`src/rtl/mbx_pkg.sv`:
```
package mbx_pkg;
  parameter int unsigned MBX_ADDR_W = 13;
  parameter int unsigned MBX_SIDES  = 2;

  typedef struct packed {
    logic cs_n;
    logic rw_n;
    logic oe_n;
  } mbx_ctl_t;
endpackage

```
`src/rtl/mbx_port_decode.sv`:
```
module mbx_port_decode
  import mbx_pkg::*;
#(
  parameter int unsigned ADDR_W = MBX_ADDR_W,
  parameter logic [ADDR_W-1:0] IN_BOX  = '1,
  parameter logic [ADDR_W-1:0] OUT_BOX = '1
) (
  input  mbx_ctl_t          ctl,
  input  logic [ADDR_W-1:0] addr,
  output logic              post,
  output logic              take
);
  // post: a write into the other side's mailbox
  // take: a selected, output-enabled access to this side's own mailbox
  always_comb begin
    post = !ctl.cs_n && !ctl.rw_n && (addr == OUT_BOX);
    take = !ctl.cs_n && !ctl.oe_n && (addr == IN_BOX);
  end
endmodule

```
`src/rtl/mbx_irq_flag.sv`:
```
module mbx_irq_flag (
  input  logic clk,
  input  logic rst_n,
  input  logic en,
  input  logic set,
  input  logic clr,
  output logic irq_n
);
  logic pend;

  always_ff @(posedge clk or negedge rst_n) begin
    if (!rst_n)     pend <= 1'b0;
    else if (!en)   pend <= 1'b0;
    else if (set)   pend <= 1'b1;
    else if (clr)   pend <= 1'b0;
  end

  assign irq_n = ~pend;

  p_set_wins_r6: assert property (@(posedge clk) disable iff (!rst_n)
    (en && set) |=> !irq_n);
  p_clear_r4: assert property (@(posedge clk) disable iff (!rst_n)
    (en && !set && clr) |=> irq_n);
  p_disabled_r8: assert property (@(posedge clk) disable iff (!rst_n)
    !en |=> irq_n);
  p_hold_r9: assert property (@(posedge clk) disable iff (!rst_n)
    (en && !set && !clr) |=> $stable(irq_n));
endmodule

```
`src/rtl/mbx_irq_top.sv`:
```
module mbx_irq_top
  import mbx_pkg::*;
#(
  parameter int unsigned ADDR_W = MBX_ADDR_W
) (
  input  logic              clk,
  input  logic              rst_n,
  input  logic              mbx_en,
  input  logic              l_cs_n,
  input  logic              l_rw_n,
  input  logic              l_oe_n,
  input  logic [ADDR_W-1:0] l_addr,
  input  logic              r_cs_n,
  input  logic              r_rw_n,
  input  logic              r_oe_n,
  input  logic [ADDR_W-1:0] r_addr,
  output logic              l_irq_n,
  output logic              r_irq_n
);
  localparam logic [ADDR_W-1:0] TOP_ADDR = {ADDR_W{1'b1}};
  localparam logic [ADDR_W-1:0] L_BOX    = TOP_ADDR - 1'b1;
  localparam logic [ADDR_W-1:0] R_BOX    = TOP_ADDR;

  mbx_ctl_t          ctl  [MBX_SIDES];
  logic [ADDR_W-1:0] addr [MBX_SIDES];
  logic [MBX_SIDES-1:0] post, take, irq_n;

  assign ctl[0]  = '{cs_n: l_cs_n, rw_n: l_rw_n, oe_n: l_oe_n};
  assign ctl[1]  = '{cs_n: r_cs_n, rw_n: r_rw_n, oe_n: r_oe_n};
  assign addr[0] = l_addr;
  assign addr[1] = r_addr;

  // side 0 = left (receives at L_BOX), side 1 = right (receives at R_BOX)
  for (genvar s = 0; s < MBX_SIDES; s++) begin : g_side
    localparam logic [ADDR_W-1:0] IN_B  = (s == 0) ? L_BOX : R_BOX;
    localparam logic [ADDR_W-1:0] OUT_B = (s == 0) ? R_BOX : L_BOX;

    mbx_port_decode #(.ADDR_W(ADDR_W), .IN_BOX(IN_B), .OUT_BOX(OUT_B)) u_dec (
      .ctl  (ctl[s]),
      .addr (addr[s]),
      .post (post[s]),
      .take (take[s])
    );

    mbx_irq_flag u_flag (
      .clk   (clk),
      .rst_n (rst_n),
      .en    (mbx_en),
      .set   (post[MBX_SIDES-1-s]),
      .clr   (take[s]),
      .irq_n (irq_n[s])
    );
  end

  assign l_irq_n = irq_n[0];
  assign r_irq_n = irq_n[1];

  p_left_set_r2: assert property (@(posedge clk) disable iff (!rst_n)
    (mbx_en && !r_cs_n && !r_rw_n && r_addr == L_BOX) |=> !l_irq_n);
  p_right_set_r3: assert property (@(posedge clk) disable iff (!rst_n)
    (mbx_en && !l_cs_n && !l_rw_n && l_addr == R_BOX) |=> !r_irq_n);
  p_right_clear_r5: assert property (@(posedge clk) disable iff (!rst_n)
    (mbx_en && !r_cs_n && !r_oe_n && r_addr == R_BOX &&
     !(!l_cs_n && !l_rw_n && l_addr == R_BOX)) |=> r_irq_n);
  p_own_write_left_r7: assert property (@(posedge clk) disable iff (!rst_n)
    (mbx_en && !l_cs_n && !l_rw_n && l_oe_n && l_addr == L_BOX &&
     !(!r_cs_n && !r_rw_n && r_addr == L_BOX)) |=> $stable(l_irq_n));
  p_reset_idle_r1: assert property (@(posedge clk)
    !rst_n |-> (l_irq_n && r_irq_n));
endmodule

```
`config.mk`:
```
export PLATFORM = sky130hd
export DESIGN_NAME = mbx_irq_top
export DESIGN_NICKNAME = d
export VERILOG_FILES = /design/src/rtl/mbx_pkg.sv /design/src/rtl/mbx_port_decode.sv /design/src/rtl/mbx_irq_flag.sv /design/src/rtl/mbx_irq_top.sv
export SDC_FILE = /design/constraint.sdc
export NUM_CORES = 1
export LEC_CHECK = 0
export BUFFER_PORTS_ARGS = -buffer_cell sky130_fd_sc_hd__buf_2
export CAP_MARGIN = 0
export CORE_AREA = 3 3 40 42
export DETAILED_ROUTE_END_ITERATION = 16
export DIE_AREA = 0 0 43 45
export SKIP_LAST_GASP = 1
export SYNTH_ARGS = -nofsm -noshare
export SYNTH_HDL_FRONTEND = slang
export SYNTH_SLANG_ARGS = --single-unit
export TNS_END_PERCENT = 1
```
`constraint.sdc`:
```
create_clock -name clk -period 1 [get_ports clk]
set_clock_uncertainty 0.1 [all_clocks]
set_input_delay 0.2 -clock clk [delete_from_list [all_inputs] [get_ports clk]]
set_output_delay 0.2 -clock clk [all_outputs]
set_load 0.1 [all_outputs]
```
==> results.txt <==
----------------------------------------------------
[Synthesis]
  Share of the yosys chip area belonging to registers ... 28.8%
  Flop and latch count out of synthesis ... 2
  Share of the synthesized area in the top cell type ... 28.8%
  Most area-hungry cell type in the Yosys netlist ... dfrtp_1
  Total of warnings raised by yosys ... 0
  Top post-synthesis cells by count ... nand2_1 (3), nand3_1 (3), nand4_1 (3)
  Most common flop cell mapped by yosys ... dfrtp_1
  Share of flip-flops with an asynchronous set or reset after synthesis ... 100%
  Distinct cells, synth ... 14
  Netlist area before placement ... 174 sq um
  Net Count, Synth ... 58
  Post-Syn Instances ... 23
  Largest cells by area after synthesis ... dfrtp_1 (29%), nand4_1 (11%), nand3_1 (8.6%)
  Per-instance average area after synthesis ... 7.56 sq um
  Count of flip-flops with a built-in enable after synthesis ... 0

[Floorplanning]
  X dimension of the die ... 43 um
  DIE AREA ... 1940 sq um
  Row Count ... 13
  Area of the placeable core ... 1280 sq um
  Initial Util ... 13.5%
  Number of primary I/O pins ... 37
  Die height ... 45 um

[Global routing]
  Via count of the first global-routing pass ... 352
  Number of antenna violations at the first check in global routing ... 0
  Global-route layer with the greatest usage ... met2
  Total GRT Usage ... 9.83%
  Met3 usage ... 3.98%
  Maximum number of pins on one net before global-route repair ... 5
  Overflow after GRT ... 0
  GRT met1 Usage ... 7.73%
  Wire length of the first global-routing pass ... 1.35 mm
  M2 GR Usage ... 19.2%

[Hold path]
  Class of the tightest hold or removal check ... in2reg
  End point of the worst hold path ... g_side[0].u_flag.pend
  Number of cells on the worst hold path ... 3
  Origin of the worst min-delay path ... mbx_en

[Clock tree]
  Cts bufs inserted ... 3
  Clock insertion delay at the later pin of the skew report ... 0.22 ns
  PostCTS Resize Cnt ... 0
  Maximum root-to-sink buffer count ... 2
  H-tree depth ... 1
  CTS tree ... yes
  Root Buffer ... clkbuf_4
  Clock-pin slew of the registers on the worst-case setup and hold paths ... 0.03 ns
  Clock net sink count ... 2

[Detailed routing]
  Residual DRC count ... 0
  Vias after detailed routing ... 352
  Number of detailed-route iterations in the first pass ... 4
  Drt wl/cell ... 9.79 um
  Drt total wl ... 793 um
  Vias per cell ... 4.35
  Number of nets with antenna violations after detailed routing ... 0
  First-iteration detailed-routing DRC count ... 1

[Placement]
  Final weighted congestion in routability-driven placement ... 0.706
  Input/output buffers ... 36

[Critical path]
  Worst R2R End ... g_side[1].u_flag.pend
  CP endpoint kind ... primary output
  Required time reported for the critical path endpoint ... 0.70 ns
  Cell-by-cell listing of the critical path ... clkinvlp_4, buf_12
  Crit path arrival time ... 0.89 ns
  Startpoint types ... register
  Worst setup path startpoint ... g_side[0].u_flag.pend
  Origin of the critical flop-to-flop path ... g_side[1].u_flag.pend
  Worst setup path category ... reg2out
  Slowest stage delay, CP ... 0.38 ns
  Slack of the worst reg-to-reg path ... 0.02 ns
  FF-to-FF path depth ... 2
  CP max stage cell ... dfrtp_1
  Crit Path Max Fanout ... 2

[Timing]
  Period Utilization, post-route ... 119%
  Setup repair after global routing missed its margin ... true
  Number of hold violations in the final report ... 0
  Least-Margin Pin Slew ... 0.242 ns
  Sum Neg Setup Slack ... -0.469 ns
  Final hold slack ... 0.172 ns
  Final setup fails ... 4
  Relative slew slack ... 83.7%
  Post-layout minimum cycle time ... 1.19 ns
  Fmax achieved ... 841 MHz
  Final number of max-transition violations ... 0
  Min setup slack post-route ... -0.189 ns

[Power]
  Leakage power ... 0.000255 uW
  Peak VDD IR ... 0.000280 V
  Pwr/cell area ... 724 nW/um^2

[Finish]
  Biggest register ... g_side.u_flag.pend
  Max FFs per register ... 2
  Layout net count ... 103
  Antenna diode count ... 0
  Fraction of final layout cells with drive strength greater than 1 ... 69.7%
  Signed area change from the synthesized netlist to the final layout ... 177%
  Biggest registers after layout ... g_side.u_flag.pend (2)

[Status]
  Status ... finished with violations
  Violations in the final reports ... negative setup slack

[Job]
  Max Cap Violations ... 0

----------------------------------------------------
-- stage by stage --
step / utilization [%] / worst slack [ns] / power, uW / cell area, sq um / cells
2_1_floorplan: - / -0.118 / 98.6 / 198 / 23
3_3_place_gp: 33.8 / -0.275 / 166 / 434 / 75
3_5_place_dp: 33.8 / -0.314 / 167 / 434 / 75
4_1_cts: 37.5 / -0.208 / 361 / 482 / 81
5_1_grt: 37.5 / -0.249 / 394 / 482 / 81
6_report: 37.5 / -0.189 / 349 / 482 / 81
-- critical path, delay by kind of cell (launching register included) --
kind | cells | cell delay (ns)
buf+inv | 2 | 0.28
flops | 1 | 0.38
-- cell type report --
type / count / area, sq um
fill: 141 / 803
timing repair buffer: 40 / 243
multi-input combinational: 19 / 133
sequential: 2 / 50.0
clock buffer: 3 / 22.5
tap: 15 / 18.8
inverter: 2 / 15.0
-- per-layer routing --
layer,share of wire [%],wire length (um)
met2,57,451
met1,31,247
met5,0,0
met3,12,93
met4,0,0
-- placed cells by master (no fill, tap or decap) --
cell           synthesis  final
dfrtp_1                2      2
buf_4                  0      3
nor4_1                 1      1
nor2_1                 2      2
nand3_1                3      3
buf_2                  0     34
nand4_1                3      3
nor3b_1                1      1
a32o_1                 1      1
nand4b_1               1      1
nand2_1                3      3
clkinvlp_4             0      2
nand2b_4               0      1
clkbuf_4               0      3
o21ai_0                1      1
buf_12                 0      2
dlygate4sd3_1          0      1
nand3b_1               1      1
nor4_4                 0      1
-- cell families (layout without fill, tap and decap cells) --
family / Yosys count / after routing / synth area share [%]
compound gates: 2 / 2 / 8.63
buf+inv: 2 / 45 / 4.32
flops: 2 / 2 / 28.8
simple gates: 17 / 17 / 58.3
-- how the worst max path moves through the flow --
| stage | to | slack, ns | cells after the start |
|---|---|---|---|
| global route | l_irq_n | -0.25 | 2 |
| CTS | l_irq_n | -0.21 | 2 |
| detailed placement | g_side[0].u_flag.pend | -0.31 | 6 |
| finish | l_irq_n | -0.19 | 2 |
| global placement | g_side[1].u_flag.pend | -0.28 | 5 |
| floorplan | g_side[1].u_flag.pend | -0.12 | 4 |
-- power by group --
group          switching (uW)  internal [uW]
clock                    47.7            133
combinational            29.2           57.7
sequential            0.00460           81.5
total                    77.0            272
-- what timing repair did --
| item | CTS | global route |
|---|---|---|
| pin swaps | 0 | 0 |
| setup buffers | 2 | 0 |
| hold buffers | 1 | 0 |
| endpoints found under the setup margin | 4 | 4 |
| gates cloned | 0 | 0 |
| hold endpoints to repair | 2 | 0 |
No activity file was read; power rests on OpenSTA's default activity.
